$ cat src/rtl/idx_shuffle_pkg.sv
package idx_shuffle_pkg;
   typedef enum logic {
      PASS_STAGE = 1'b0,
      PASS_ELEM  = 1'b1
   } pass_mode_e;
endpackage

$ cat src/rtl/idx_lfsr_step.sv
// One Galois step: multiply the state by x modulo the polynomial whose
// lower coefficients are POLY (the leading term is implicit).
module idx_lfsr_step #(
   parameter int             W    = 8,
   parameter logic [W-1:0]   POLY = 8'h71
) (
   input  logic [W-1:0] cur,
   output logic [W-1:0] nxt
);
   logic fb;
   assign fb = cur[W-1];

   for (genvar gi = 0; gi < W; gi++) begin : g_bit
      if (gi == 0) begin : g_lsb
         assign nxt[gi] = POLY[gi] & fb;
      end else begin : g_up
         assign nxt[gi] = cur[gi-1] ^ (POLY[gi] & fb);
      end
   end
endmodule

$ cat src/rtl/idx_pass_ctrl.sv
// Pass sequencing: busy flag, position counter, final-index detection.
module idx_pass_ctrl #(
   parameter int N_LOG2 = 8
) (
   input  logic clk,
   input  logic rst_n,
   input  logic start,
   input  logic advance,
   input  logic wide_q,
   output logic busy,
   output logic load,
   output logic step,
   output logic at_end
);
   localparam int CW = N_LOG2;
   localparam logic [CW-1:0] LIM_WIDE   = {CW{1'b1}};
   localparam logic [CW-1:0] LIM_NARROW = {1'b0, {(CW-1){1'b1}}};

   logic          busy_q;
   logic [CW-1:0] pos_q;
   logic [CW-1:0] limit;

   assign limit  = wide_q ? LIM_WIDE : LIM_NARROW;
   assign busy   = busy_q;
   assign load   = start & ~busy_q;
   assign step   = advance & busy_q;
   assign at_end = busy_q & (pos_q == limit);

   always_ff @(posedge clk or negedge rst_n) begin
      if (!rst_n) begin
         busy_q <= 1'b0;
         pos_q  <= '0;
      end else if (load) begin
         busy_q <= 1'b1;
         pos_q  <= '0;
      end else if (step) begin
         if (at_end) begin
            busy_q <= 1'b0;
         end else begin
            pos_q <= pos_q + 1'b1;
         end
      end
   end
endmodule

$ cat src/rtl/idx_shuffle_gen.sv
module idx_shuffle_gen
   import idx_shuffle_pkg::*;
#(
   parameter int                  N_LOG2     = 8,
   parameter logic [N_LOG2-2:0]   POLY_STAGE = 7'h41,
   parameter logic [N_LOG2-1:0]   POLY_ELEM  = 8'h71
) (
   input  logic              clk,
   input  logic              rst_n,
   input  logic              start,
   input  logic [N_LOG2-1:0] seed,
   input  logic              mode,
   input  logic              advance,
   output logic [N_LOG2-1:0] index,
   output logic              index_valid,
   output logic              last
);
   localparam int KS = N_LOG2 - 1;
   localparam int KE = N_LOG2;

   if (N_LOG2 < 3 || N_LOG2 > 16) begin : g_bad_width
      $error("idx_shuffle_gen: N_LOG2 out of range");
   end
   if (POLY_STAGE[0] != 1'b1 || POLY_ELEM[0] != 1'b1) begin : g_bad_poly
      $error("idx_shuffle_gen: polynomial must have a constant term");
   end

   pass_mode_e        mode_q;
   logic [KE-1:0]     lfsr_q;
   logic [KE-1:0]     index_q;
   logic [KE-1:0]     seed_used;
   logic [KE-1:0]     seed_fix;
   logic [KS-1:0]     nxt_stage;
   logic [KE-1:0]     nxt_elem;
   logic [KE-1:0]     lfsr_next;
   logic              busy, load, step, at_end;
   pass_mode_e        mode_in;

   assign mode_in   = pass_mode_e'(mode);
   assign seed_used = (mode_in == PASS_ELEM) ? seed : {1'b0, seed[KS-1:0]};
   assign seed_fix  = (seed_used == '0) ? {{(KE-1){1'b0}}, 1'b1} : seed_used;

   idx_lfsr_step #(.W(KS), .POLY(POLY_STAGE)) u_step_stage (
      .cur (lfsr_q[KS-1:0]),
      .nxt (nxt_stage)
   );

   idx_lfsr_step #(.W(KE), .POLY(POLY_ELEM)) u_step_elem (
      .cur (lfsr_q),
      .nxt (nxt_elem)
   );

   assign lfsr_next = (mode_q == PASS_ELEM) ? nxt_elem : {1'b0, nxt_stage};

   idx_pass_ctrl #(.N_LOG2(N_LOG2)) u_ctrl (
      .clk     (clk),
      .rst_n   (rst_n),
      .start   (start),
      .advance (advance),
      .wide_q  (mode_q == PASS_ELEM),
      .busy    (busy),
      .load    (load),
      .step    (step),
      .at_end  (at_end)
   );

   always_ff @(posedge clk or negedge rst_n) begin
      if (!rst_n) begin
         mode_q  <= PASS_STAGE;
         lfsr_q  <= {{(KE-1){1'b0}}, 1'b1};
         index_q <= '0;
      end else if (load) begin
         mode_q  <= mode_in;
         lfsr_q  <= seed_fix;
         index_q <= '0;
      end else if (step && !at_end) begin
         index_q <= lfsr_q;
         lfsr_q  <= lfsr_next;
      end
   end

   assign index       = index_q;
   assign index_valid = busy;
   assign last        = at_end;
endmodule

$ cat config.mk
export PLATFORM = sky130hd
export DESIGN_NAME = idx_shuffle_gen
export DESIGN_NICKNAME = d
export VERILOG_FILES = /design/src/rtl/idx_shuffle_pkg.sv /design/src/rtl/idx_lfsr_step.sv /design/src/rtl/idx_pass_ctrl.sv /design/src/rtl/idx_shuffle_gen.sv
export SDC_FILE = /design/constraint.sdc
export NUM_CORES = 1
export LEC_CHECK = 0
export BUFFER_PORTS_ARGS = -buffer_cell sky130_fd_sc_hd__clkbuf_2
export CORE_MARGIN = 5
export CORE_UTILIZATION = 30
export DETAILED_ROUTE_END_ITERATION = 12
export SYNTH_ARGS = -nofsm -noshare
export SYNTH_HDL_FRONTEND = slang
export SYNTH_SLANG_ARGS = --single-unit
$ cat constraint.sdc
create_clock -name clk -period 3.05 [get_ports clk]
set_clock_uncertainty 0.1 [all_clocks]
set_input_delay 0.1525 -clock clk [delete_from_list [all_inputs] [get_ports clk]]
set_output_delay 0.1525 -clock clk [all_outputs]
set_load 0.02 [all_outputs]
* Word level (Yosys, flattened, before mapping)
Cells that the tools add are included.
Widths: inputs -> output; s select.
** Word-level totals
- Bits in registers :: 26
- Output and inout port bits :: 10
- Logic and storage cells :: 38
** Cells by class
- $add $sub $neg :: 1
- Eq/ne operators :: 2
- Mux-type cells :: 14
- Bitwise gates (word level) :: 8
- Reductions and logical operators :: 8
** Operators by type and width (count)
- $mux 8 :: 11
- $add 8x1->8 const B :: 1
- $eq 8x8->1 :: 1
- $logic_not 8->1 :: 1
- $reduce_bool 2->1 :: 3
- $reduce_and 2->1 :: 2
- $xor 1x1->1 :: 4
- $and 1x1->1 :: 3
- $mux 1 :: 3
- $ne 2x2->1 const B :: 1
- $logic_and 1x1->1 :: 1
- $logic_not 1->1 :: 1
- $not 1->1 :: 1

* Logic depth before layout (Yosys ltp)
- Depth in word-level cells :: 7
- Mapped depth :: 7

* By module
From an unflattened synthesis, not the netlist that was laid out.
** Unflattened totals
- Cell total of the unflattened synthesis :: 165
- Area total of the unflattened synthesis :: 1571.5 µm²
** By module, submodules not included
- idx_shuffle_gen :: instances 1, cells each 93, area an instance 900.9 µm², sequential area each 426.7 µm²
- idx_pass_ctrl :: instances 1, cells each 57, area an instance 553.0 µm², sequential area each 225.2 µm²
- idx_lfsr_step at u_step_elem :: instances 1, cells each 8, area an instance 63.8 µm², sequential area each 0.0 µm²
- idx_lfsr_step at u_step_stage :: instances 1, cells each 7, area an instance 53.8 µm², sequential area each 0.0 µm²

* Least setup slack after synthesis
No wires, ideal clock.
- Path type :: reg-to-reg
- From :: reg u_ctrl.busy_q (netlist: u_ctrl.busy)
- To :: reg lfsr_q[7]
- Library setup time :: 0.124 ns
- Data arrival time :: 1.538 ns
- Required time :: 2.826 ns
- Slack :: 1.288 ns
- Cell stages (with the launch flop) :: 7
- Buffers on the path :: 3
- Cells stage by stage :: dfrtp_1 buf_2 nor2b_1 clkbuf_1 o41ai_4 buf_6 a211o_1
** On the way
- Cells in the longest elaborated chain, start to end :: 4
- Elaborated cells between the ends (all ways) :: 8
- Those cells by class :: 1 x mux; 4 x bitwise; 3 x reduce/logical
** Ends and longest elaborated chain
- start: declaration :: line idx_pass_ctrl.sv:19 : logic busy_q;
- start signal: assignment :: line idx_pass_ctrl.sv:31 : busy_q <= 1'b0;
- start signal: assignment :: line idx_pass_ctrl.sv:34 : busy_q <= 1'b1;
- start signal: assignment :: line idx_pass_ctrl.sv:38 : busy_q <= 1'b0;
- $and 1x1->1 :: line idx_pass_ctrl.sv:27 : assign at_end = busy_q & (pos_q == limit);
- $logic_not 1->1 :: line idx_shuffle_gen.sv:76 : end else if (step && !at_end) begin
- $logic_and 1x1->1 :: line idx_shuffle_gen.sv:76
- $reduce_bool 2->1 (no line)
- end signal: assignment :: line idx_shuffle_gen.sv:70 : lfsr_q <= {{(KE-1){1'b0}}, 1'b1};
- end signal: assignment :: line idx_shuffle_gen.sv:74 : lfsr_q <= seed_fix;
- end signal: assignment :: line idx_shuffle_gen.sv:78 : lfsr_q <= lfsr_next;
- end: declaration :: line idx_shuffle_gen.sv:29 : logic [KE-1:0] lfsr_q;
Several ways; a longest one is shown, not always the timed one.
A chain may end at the register's enable or synchronous reset.

* Worst setup path after layout
- From :: reg u_ctrl.pos_q[0]
- To :: out last
** On the way
- Cells in the longest elaborated chain, start to end :: 2
** Ends and longest elaborated chain
- start: declaration :: line idx_pass_ctrl.sv:20 : logic [CW-1:0] pos_q;
- start signal: assignment :: line idx_pass_ctrl.sv:40 : pos_q <= pos_q + 1'b1;
- $eq 8x8->1 :: line idx_pass_ctrl.sv:27
- $and 1x1->1 :: line idx_pass_ctrl.sv:27
- end: declaration :: line idx_shuffle_gen.sv:16 : output logic last
No other way between the ends.

==> out/qor.yml <==
synth:
  synth-edff-count: 0
  ys_seq_elements: 26
  post_synth_num_cell_types: 39
  synth_ff_type: "dfrtp_1"
  synth_area_leaders: "dfrtp_1 48%, nand2_1 5.8%, a22o_1 5.4%"
  ys_seq_area_frac: 0.5029
  synth_top_area_frac: 0.4826
  syn_area_mm2: 0.001296
  post-synth-top-area-cell: "dfrtp_1"
  yosys_warnings: 0
  syn_nets: 130
  async_flop_share: 1.000
  avgSynthCellArea_um2: 11.17
  syn_inst: 116
layout:
  seqCellArea_um2: 651.9
  final_cell_mix: "25 x dfrtp_1, 22 x clkbuf_2, 20 x nand2_1, 8 x a22o_1"
  area_growth_syn_to_layout_pct: 16.80
  fin_nets: 153
  utilization: 0.3550
  multi_input_area_um2: 598.1
  final_layout_size_suffix_gt1_frac: 0.2536
  antenna_cells: 0
  final_common_cell: "dfrtp_1"
  fill_cells: 425
  fin_area_mm2: 0.001514
setup_path:
  reg2reg_slack_ns: 0.92
  cp_data_required_time_ns: 2.80
  cp_slowest_cell: "nor3_1"
  rr_worst_depth: 4
  end_kind: "primary output"
  crit_arrival_ns: 1.91
  worst-setup-path-type: "reg -> out"
  reg2reg_from: "u_ctrl.pos_q[0]"
  crit_fanout: 6
  max_stage_delay_ns: 0.42
  path_cells: "ha_1, nand2_1, nor3_1, and2_1, clkbuf_2"
  reg2reg_to: "lfsr_q[6]"
  start_kind: "register"
timing:
  hold-worst-slack_ns: 0.02374
  drv_slew: 0
  rsz0062_at_grt: "false"
  min_period_ns: 2.164
  worst_pin_slew_ns: 0.7489
  fmax_mhz: 462.1
  final_hold_viol_count: 0
  fin_crit_sh: 0.7096
  max_slew_margin: 0.4991
  setup_viol: 0
  tns_ns: 0
power:
  netSwitchingFraction: 0.3236
  comb_power_share: 0.248
  internal-power_mw: 0.7510
  power_density_mw_per_mm2: 733.4
  p_sw_mw: 0.3593
  p_leak_nw: 0.7274
  p_seq_frac: 0.494
  vdd_drop_max_v: 0.0003505
  power_frac_clock: 0.257
placed_design:
  gp_congestion: 0.7917
  hpwl_um: 2035
  portBuffers: 22
  placed_cell_area_mm2: 0.001433
route:
  viasPerCell: 5.142
  routedWlPerCell_um: 14.42
  postRouteAntennaNets: 0
  drt_pass1_iterations: 4
  dr_total_vias: 977
  wirelength_um: 2740
  drc: 0
  drtIter0Drc: 63
min_path:
  min_to: "mode_q"
  min-delay-start: "mode"
  min_path_type: "in -> reg"
  hold_depth: 3
clocking:
  clock-sinks: 26
  cts_made_buffers: 3
  cts.root.buffer_cell: "clkbuf_8"
  cts_buffer_depth: 2
  clk_pin_slew_ns: 0.09
  postCtsSetupBuffers: 0
  cts_tree: "built"
  h-tree-depth: 1
  clock_latency_ns: 0.27
floorplanning:
  initial_core_util: 0.3040
  core_mm2: 0.004264
  num_rows: 24
  die_h_um: 75.73
  die_w_um: 75.73
  ios: 23
  die-area_mm2: 0.005735
global_route:
  grt_pass1_vias: 1017
  grt_max_degree: 27
  antenna_found_initial: 0
  grt_overflow: 0
  grt_pass1_wl_um: 4747
  grt.total_usage: 0.1079
status:
  outcome: "finished clean"
job:
  cap_violations: 0
==> sequential cells by signal, summed over array words and instances, names as in the netlist <==
register	flops
lfsr_q	8
mode_q	1
u_ctrl.pos_q	8
index	8
u_ctrl.busy	1
==> area by class of cell <==
type	instances	share of cell area
flip-flops and latches	26	0.4306
multi-input cells	84	0.3950
repair buffers	24	0.08430
well taps	52	0.04298
clock buffers	3	0.02727
clock inverters	1	0.01983
==> worst max-delay path, delay by kind of cell (launching register included) <==
kind / cells / cell delay (ns)
adders and majority gates: 1 / 0.21
buffers and inverters: 1 / 0.18
DFF: 1 / 0.40
and+or+nand+nor: 3 / 0.85
==> per-stage QoR <==
step | power [mW] | std cells | worst slack, ns
after floorplan | 0.7366 | 116 | 1.288
after global placement | 0.8238 | 185 | 1.037
after detailed placement | 0.8356 | 185 | 0.9196
after CTS | 1.125 | 190 | 0.8948
after global routing | 1.183 | 190 | 0.6785
final | 1.110 | 190 | 0.8858
==> power groups by stage <==
stage          Combinational (mW)  Sequential, mW  Clock [mW]
6_report                    0.276           0.549       0.286
5_1_grt                     0.311           0.565       0.307
4_1_cts                     0.282           0.550       0.293
3_5_place_dp                0.279           0.557           0
3_3_place_gp                0.273           0.551           0
2_1_floorplan               0.166           0.571           0
==> worst max-delay path by stage <==
stage / cells past startpoint / endpoint / startpoint
2_1_floorplan: 6 / lfsr_q[7] / u_ctrl.busy
3_3_place_gp: 4 / lfsr_q[6] / u_ctrl.pos_q[0]
3_5_place_dp: 4 / lfsr_q[6] / u_ctrl.pos_q[0]
4_1_cts: 5 / last / u_ctrl.pos_q[0]
5_1_grt: 5 / last / u_ctrl.pos_q[0]
6_report: 5 / last / u_ctrl.pos_q[0]
==> cells in the mapped netlist, types with 2 or more instances <==
| cell | n |
|---|---|
| a21oi_1 | 5 |
| a22o_1 | 8 |
| a22oi_1 | 2 |
| buf_6 | 3 |
| clkbuf_1 | 2 |
| dfrtp_1 | 25 |
| mux2_2 | 2 |
| mux2i_1 | 4 |
| nand2_1 | 20 |
| nand3_1 | 3 |
| nand4_1 | 2 |
| nor2_1 | 4 |
| nor3_1 | 5 |
| o21ai_1 | 3 |
| o41ai_1 | 2 |
| xnor2_1 | 2 |
| xor2_1 | 2 |
==> layer usage <==
layer / part of all wire / track usage / vias up
li1: - / - / 474
met1: 0.48 / 0.1463 / 475
met2: 0.46 / 0.1707 / 26
met3: 0.051 / 0.03298 / 2
met4: 0.0044 / 0.02330 / 0
met5: 0 / 0 / -
==> repair_timing <==
item	CTS	global route
gates resized for setup	0	0
hold buffers	1	0
hold endpoints to repair	25	0
==> cell families after synthesis <==
logic type	share of synthesized area
simple gates	0.1573
flops	0.5029
xor+xnor	0.03958
fa+ha+maj	0.009651
compound gates	0.1979
buf+inv	0.03571
mux	0.05695
Power figures use the tool's default switching activity.
